<file path="config.mk">
export PLATFORM = sky130hd
export DESIGN_NAME = amm_cell
export DESIGN_NICKNAME = d
export VERILOG_FILES = /design/src/rtl/amm_cell.sv
export SDC_FILE = /design/constraint.sdc
export NUM_CORES = 1
export LEC_CHECK = 0
export ABC_AREA = 1
export BUFFER_PORTS_ARGS = -buffer_cell sky130_fd_sc_hd__buf_4
export CAP_MARGIN = 20
export CELL_PAD_IN_SITES_DETAIL_PLACEMENT = 0
export CELL_PAD_IN_SITES_GLOBAL_PLACEMENT = 1
export CORE_MARGIN = 1.5
export CORE_UTILIZATION = 48
export CTS_CLUSTER_DIAMETER = 30
export DETAILED_ROUTE_END_ITERATION = 7
export GPL_ROUTABILITY_DRIVEN = 0
export PLACE_DENSITY_LB_ADDON = 0.3
export SKIP_LAST_GASP = 1
export SYNTH_ARGS = -nofsm -noshare
export SYNTH_HDL_FRONTEND = slang
export SYNTH_SLANG_ARGS = --single-unit
</file>
<file path="constraint.sdc">
create_clock -name clk -period 13.65 [get_ports clk]
set_clock_uncertainty 0.2 [all_clocks]
set_input_delay 2.0475 -clock clk [delete_from_list [all_inputs] [get_ports clk]]
set_output_delay 2.0475 -clock clk [all_outputs]
set_load 0.02 [all_outputs]
</file>
<file path="src/rtl/amm_cell.sv">
module amm_cell #(
  parameter int DW = 8
) (
  input  logic          clk,
  input  logic          rst_n,
  input  logic          in_valid,
  input  logic [5:0]    inst,
  input  logic [DW-1:0] a,
  input  logic [DW-1:0] b,
  input  logic [DW-1:0] c,
  input  logic [2*DW-1:0] w,
  output logic          out_valid,
  output logic [2*DW-1:0] result,
  output logic [1:0]    carry_out
);
  localparam int RW = 2 * DW;
  localparam int TW = RW + 1;
  localparam int NT = DW + 3;

  wire legal   = (inst[5:4] == 2'b00);
  wire is_mul  = in_valid & legal & inst[3];
  wire is_add  = in_valid & legal & ~inst[3];
  wire sgn     = inst[2];
  wire addends = inst[0];
  wire fback   = inst[1];

  logic [TW-1:0] ext_a, ext_c, tmaj;
  logic [TW-1:0] term [NT];
  logic [TW-1:0] cs_s, cs_k;

  always_comb begin
    ext_a = sgn ? {{(TW-DW){a[DW-1]}}, a} : {{(TW-DW){1'b0}}, a};
    ext_c = sgn ? {{(TW-DW){c[DW-1]}}, c} : {{(TW-DW){1'b0}}, c};
    for (int i = 0; i < DW; i++) begin
      if (sgn && i == DW - 1)
        term[i] = b[i] ? ~(ext_a << i) : '0;
      else
        term[i] = b[i] ? (ext_a << i) : '0;
    end
    term[DW]   = addends ? ext_c : '0;
    term[DW+1] = addends ? {1'b0, (fback ? result : w)} : '0;
    term[DW+2] = {{(TW-1){1'b0}}, sgn & b[DW-1]};
    cs_s = term[0];
    cs_k = term[1];
    for (int j = 2; j < NT; j++) begin
      tmaj = (cs_s & cs_k) | (cs_s & term[j]) | (cs_k & term[j]);
      cs_s = cs_s ^ cs_k ^ term[j];
      cs_k = tmaj << 1;
    end
  end

  logic          v1, sg1;
  logic [TW-1:0] s1, k1;

  always_ff @(posedge clk) begin
    if (!rst_n) begin
      v1  <= 1'b0;
      sg1 <= 1'b0;
      s1  <= '0;
      k1  <= '0;
    end else begin
      v1 <= is_mul;
      if (is_mul) begin
        s1  <= cs_s;
        k1  <= cs_k;
        sg1 <= sgn;
      end
    end
  end

  logic [RW-1:0] fx, fy;
  logic          split, cin, hcin, top;
  logic [DW:0]   lo, hi;

  always_comb begin
    fx    = v1 ? s1[RW-1:0] : {b, a};
    fy    = v1 ? k1[RW-1:0] : (inst[2] ? ~w : w);
    split = ~v1 & inst[0];
    cin   = ~v1 & inst[2];
    lo    = {1'b0, fx[DW-1:0]} + {1'b0, fy[DW-1:0]} + {{DW{1'b0}}, cin};
    hcin  = split ? cin : lo[DW];
    hi    = {1'b0, fx[RW-1:DW]} + {1'b0, fy[RW-1:DW]} + {{DW{1'b0}}, hcin};
    top   = s1[RW] ^ k1[RW] ^ hi[DW];
  end

  always_ff @(posedge clk) begin
    if (!rst_n) begin
      out_valid <= 1'b0;
      result    <= '0;
      carry_out <= 2'b00;
    end else if (v1) begin
      out_valid <= 1'b1;
      result    <= {hi[DW-1:0], lo[DW-1:0]};
      carry_out <= {~sg1 & top, 1'b0};
    end else if (is_add) begin
      out_valid <= 1'b1;
      result    <= {hi[DW-1:0], lo[DW-1:0]};
      carry_out <= split ? {hi[DW], lo[DW]} : {hi[DW], 1'b0};
    end else begin
      out_valid <= 1'b0;
    end
  end

  logic [1:0] age;
  always_ff @(posedge clk) begin
    if (!rst_n) age <= 2'd0;
    else if (age != 2'd3) age <= age + 2'd1;
  end

  a_r2_mul_latency: assert property (@(posedge clk) disable iff (!rst_n)
    (age >= 2'd2 && $past(is_mul, 2)) |-> out_valid);

  a_r6_add_latency: assert property (@(posedge clk) disable iff (!rst_n)
    (age >= 2'd1 && $past(is_add) && !$past(v1)) |-> out_valid);

  a_r3_signed_no_carry: assert property (@(posedge clk) disable iff (!rst_n)
    (age >= 2'd2 && $past(is_mul && sgn, 2)) |-> (carry_out == 2'b00));

  a_r6_wide_low_carry_zero: assert property (@(posedge clk) disable iff (!rst_n)
    (age >= 2'd1 && $past(is_add && !inst[0]) && !$past(v1)) |-> !carry_out[0]);

  a_r8_illegal_ignored: assert property (@(posedge clk) disable iff (!rst_n)
    (age >= 2'd2 && $past(in_valid && !legal) && !$past(is_mul, 2)) |-> !out_valid);

  a_r11_hold: assert property (@(posedge clk) disable iff (!rst_n)
    (age >= 2'd1 && !out_valid) |-> ($stable(result) && $stable(carry_out)));

endmodule

</file>
==> out/metrics.cfg, run 1 <==
[sta]
slew_headroom_pct=46.1
slew_violations=0
fin_tns_setup_ns=0
fmax_mhz=132
finalHoldViolations=0
rsz0062_at_grt=false
setup_viol=0
worstMarginPinSlew_ns=0.807
period_share_pct=55.4
finalCriticalPeriod_ns=7.56

[routing]
vias=5296
via_per_inst=4.94
wl_per_cell_um=14.1
drc_errors=0
dr.pass1.iters=4
drtIter0Drc=212
detail-route-antenna-nets=0
drt-total-wl_um=15100

[synthesis]
netlist_instances=862
syn-num-nets=1043
ys_top_cells_by_area=fa_1, dfxtp_1, nand2_1
yosysUniqueCellTypes=28
ys_seq_elements=54
synth-seq-area-share_pct=16.8
yosysMostFrequentCell=nand2_1
avgSynthCellArea_um2=7.45
async_flop_share_pct=0
synthTopCellsByCount=nand2_1, inv_1, fa_1
synth_top_area_cell=fa_1
synth-main-ff-cell=dfxtp_1
ys_warn_count=0
synth_area_mm2=0.00643
synth_edf_count=0
synth_top_area_share_pct=27.7

[cells_and_area]
final_util_pct=54.1
nNetsFinal=1075
n_antenna_cell=0
fillers=1316
drive_gt1_share_pct=11.7
syn_to_final_growth_pct=10.5

[global_routing]
gr-total-overflow=0
grtUsageTotal_pct=22.7
antenna_found_initial=0
grt_pass1_wl_um=25900
grt_pass1_vias=5428
grt_max_degree=42

[clock_network]
cts_setup_buffers=0
cts_buffers=5
cts_hold_buf=0
cts_tree=yes
cts_resized=0
clk_latency_ns=0.31
h-tree-depth=2
clkTransAtPathRegs_ns=0.08
clockRootBuffer=clkbuf_16
clock-sinks=54
cts_buffer_depth=2

[placement]
io_buffers=67
dpl.hpwl_um=12100

[power_and_ir_drop]
ir_drop_v=0.0000612
p_leak_uw=0.00359
powerDensity_mw_per_mm2=121

[floorplanning]
rows=42
initial_core_util_pct=48.9
die-area_mm2=0.0141
io_pins=68
die_w_um=119
die_h_um=119
core-area_mm2=0.0131

[run_status]
status=completed

[critical_path]
cp.required_ns=13.61
path_class=input pin to flip-flop
rr_startpoint=v1
worst_setup_path_end_kind=flip-flop
arrival_ns=7.53
start_kind=input pin
crit_path_start=inst[2]
worstPathMaxFanout=25

[hold_path]
hold_path.class=flip-flop to flip-flop
hold_start=s1[6]

[run]
cap_violations=0

[per-layer routing]
layer / part of all wire, % / vias to the layer above / GRT usage (%) / wire [um]
met2: 51 / 106 / 40.4 / 7690
li1: - / 2651 / - / -
met1: 43 / 2515 / 29.3 / 6480
met3: 4.0 / 24 / 2.90 / 607
met4: 2.1 / 0 / 5.57 / 313
met5: 0 / - / 0 / 0
[report_power, final]
part	switching (uW)	internal, uW	total [uW]
sequential	5.50	168	173
combinational	311	236	548
clock	67.1	69.0	136
[cell type report]
class	count	area, um^2	area share [%]
clock buffer	5	125	1.76
clock inverter	3	23.8	0.335
inverter	172	648	9.13
multi-input combinational	592	4490	63.2
sequential	54	1080	15.2
tap	176	220	3.10
timing repair buffer	69	518	7.29
[registers in the layout (all words and copies together), names as in the netlist]
name	cells
carry_out	2
k1	16
out_valid	1
result	16
s1	17
sg1	1
v1	1
[cell families after synthesis]
logic type	synth area share, %
compound gates	11.8
xor+xnor	3.41
fa+ha+maj	36.1
buf+inv	13.4
flops	16.8
simple gates	18.5
[through the flow]
stage               area [um^2]  hold slack [ns]  power, uW  worst slack (ns)  cells
finish                     7100            0.252        857              6.09   1071
global route               7100            0.274        979              5.78   1071
CTS                        7100            0.250        874              6.07   1071
detailed placement         6950            0.240        735              5.76   1063
global placement           6950            0.236        725              5.89   1063
floorplan                  6430            0.225        608              6.22    862
[final timing paths]
check / cells past startpoint / slack [ns] / to
max: 18 / 6.09 / s1[14]
min: 2 / 0.25 / s1[6]
max reg2reg: 19 / 9.02 / result[14]
min reg2reg: 2 / 0.25 / s1[6]
[placed cells by master (no fill, tap or decap), types with 2 or more instances in the layout]
cell	instances
a21o_1	3
a21oi_1	59
a21oi_2	10
buf_4	69
clkbuf_16	5
clkinvlp_4	2
dfxtp_1	54
fa_1	89
ha_1	43
inv_1	168
inv_2	2
nand2_1	195
nand2_2	10
nand3_1	20
nand3_2	3
nor2_1	65
o21a_1	3
o21ai_0	52
o21ai_1	10
o21bai_1	2
xnor2_1	17
xor2_1	8
[critical path: stages]
cell     delay, ns
buf_4         0.32
inv_1         0.18
nor2_1        0.31
fa_1          0.51
fa_1          0.54
fa_1          0.45
fa_1          0.50
inv_1         0.06
fa_1          0.52
inv_1         0.07
fa_1          0.46
fa_1          0.49
inv_1         0.05
fa_1          0.47
inv_1         0.04
ha_1          0.25
o21ai_0       0.18
a21oi_1       0.07
(Power assumes the default switching activity.)
==> run 2: changes to the inputs <==
--- a/config.mk
+++ b/config.mk
@@ -11,7 +11,7 @@
 export CELL_PAD_IN_SITES_DETAIL_PLACEMENT = 0
 export CELL_PAD_IN_SITES_GLOBAL_PLACEMENT = 1
 export CORE_MARGIN = 1.5
-export CORE_UTILIZATION = 48
+export CORE_UTILIZATION = 40
 export CTS_CLUSTER_DIAMETER = 30
 export DETAILED_ROUTE_END_ITERATION = 7
 export GPL_ROUTABILITY_DRIVEN = 0
==> constraint.sdc (replaced) <==
create_clock -name clk -period 6.85 [get_ports clk]
set_clock_uncertainty 0.2 [all_clocks]
set_input_delay 1.0275 -clock clk [delete_from_list [all_inputs] [get_ports clk]]
set_output_delay 1.0275 -clock clk [all_outputs]
set_load 0.02 [all_outputs]
==> out/metrics.cfg, run 2 (same netlist as run 1, synthesis figures left out) <==
[sta]
period_share_pct=90.5
finalHoldViolations=0  ; unchanged
slew_headroom_pct=43.2  ; was 46.1%
worstMarginPinSlew_ns=0.850  ; was 0.807 ns
slew_violations=0  ; unchanged
setup_viol=0  ; unchanged
finalCriticalPeriod_ns=6.20
fin_tns_setup_ns=0  ; unchanged
fmax_mhz=161
holdWs_ns=0.257  ; was 0.252 ns
rsz0062_at_grt=false  ; unchanged

[critical_path]
crit_path_start=a[7]  ; was inst[2]
arrival_ns=6.16  ; was 7.53 ns
worstPathMaxFanout=10  ; was 25
crit_path_end=s1[14]  ; unchanged
cp.required_ns=6.81  ; was 13.61 ns
timing.rr.end=carry_out[1]  ; was result[14]
rr_startpoint=v1  ; unchanged
start_kind=input pin  ; unchanged
path_class=input pin to flip-flop  ; unchanged
worst_setup_path_end_kind=flip-flop  ; unchanged
rrSetupSlack_ns=2.14  ; was 9.02 ns
r2r.worst_path.cells=18  ; was 19

[routing]
vias=5217  ; was 5296
drtIter0Drc=196  ; was 212
dr.pass1.iters=4  ; unchanged
via_per_inst=4.68  ; was 4.94
drc_errors=0  ; unchanged
drt-total-wl_um=15900  ; was 15100 um
detail-route-antenna-nets=0  ; unchanged
wl_per_cell_um=14.3  ; was 14.1 um

[floorplanning]
initial_core_util_pct=40.7  ; was 48.9%
die_h_um=130  ; was 119 um
rows=46  ; was 42
core-area_mm2=0.0158  ; was 0.0131 mm^2
die_w_um=130  ; was 119 um
io_pins=68  ; unchanged
die-area_mm2=0.0168  ; was 0.0141 mm^2

[clock_network]
clockRootBuffer=clkbuf_16  ; unchanged
cts_hold_buf=0  ; unchanged
clock-sinks=54  ; unchanged
clkTransAtPathRegs_ns=0.07  ; was 0.08 ns
cts_buffers=5  ; unchanged
clk_latency_ns=0.30  ; was 0.31 ns
cts_buffer_depth=2  ; unchanged
h-tree-depth=2  ; unchanged
cts_setup_buffers=0  ; unchanged
cts_tree=yes  ; unchanged
cts_resized=0  ; unchanged

[global_routing]
gr-total-overflow=0  ; unchanged
grt_pass1_wl_um=26000  ; was 25900 um
grt_pass1_vias=5191  ; was 5428
antenna_found_initial=0  ; unchanged
grt_max_degree=42  ; unchanged
grtUsageTotal_pct=20.0  ; was 22.7%

[cells_and_area]
final_cell_mix=nand2_1, inv_1, fa_1  ; unchanged
top_regs=s1 (17), k1 (16), result (16)  ; unchanged
largest_register_ff_count=17  ; unchanged
top_register=s1  ; unchanged
drive_gt1_share_pct=11.9  ; was 11.7%
fillers=1731  ; was 1316
final_common_cell=nand2_1  ; unchanged
nNetsFinal=1077  ; was 1075
syn_to_final_growth_pct=11.8  ; was 10.5%

[hold_path]
hold_path.class=flip-flop to flip-flop  ; unchanged

[power_and_ir_drop]
power_uw=1730  ; was 857 uW
p_leak_uw=0.00362  ; was 0.00359 uW
ir_drop_v=0.000151  ; was 0.0000612 V
powerDensity_mw_per_mm2=241  ; was 121 mW/mm^2

[run]
cap_violations=0  ; unchanged

[run_status]
status=completed  ; unchanged

[placement]
dpl.hpwl_um=12700  ; was 12100 um
io_buffers=67  ; unchanged

run 2: per-layer routing:
| metal | up-vias | global-route usage (%) | wire length, um |
|---|---|---|---|
| met5 | - | 0 | 0 |
| met4 | 0 | 3.86 | 203 |
| met3 | 13 | 2.62 | 295 |
| met2 | 45 | 36.9 | 8260 |
| met1 | 2501 | 25.1 | 7150 |
| li1 | 2658 | - | - |
run 2: worst min-delay path by stage:
stage	slack, ns	endpoint	start	cells past startpoint
final	0.26	s1[1]	s1[1]	2
after global routing	0.28	k1[8]	k1[8]	2
after CTS	0.25	s1[6]	s1[6]	2
after detailed placement	0.24	s1[6]	s1[6]	2
after global placement	0.24	s1[6]	s1[6]	2
after floorplan	0.22	s1[14]	s1[14]	2
run 2: power by group:
group	total, uW	internal, uW	switching, uW
Sequential	345	334	11.1
Clock	299	172	127
Combinational	1090	469	618
run 2: critical path: stages:
cell,delay [ns]
buf_4,0.15
nand2_1,0.10
nor2_1,0.27
fa_1,0.52
fa_1,0.54
fa_1,0.45
fa_1,0.49
inv_1,0.07
fa_1,0.52
inv_1,0.06
fa_1,0.44
fa_1,0.49
inv_1,0.05
fa_1,0.47
inv_1,0.04
ha_1,0.25
o21ai_0,0.16
a21oi_1,0.06
run 2: per-stage QoR:
step           cell area, um^2  cells  setup WS (ns)  utilization (%)
4_1_cts                   7180   1113          0.598             45.5
3_5_place_dp              7020   1105          0.309             44.5
2_1_floorplan             6430    862          0.442                -
6_report                  7190   1114          0.647             45.6
5_1_grt                   7180   1113          0.442             45.5
3_3_place_gp              7020   1105          0.344             44.5
run 2: area by class of cell:
cell class                 instances  area (um^2)  area share (%)
multi-input combinational        592         4490            62.4
sequential                        54         1080            15.0
inverter                         172          648            9.02
timing repair buffer              71          533            7.42
tap                              216          270            3.76
clock buffer                       5          125            1.74
clock inverter                     3         40.0           0.557
antenna                            1         2.50          0.0348
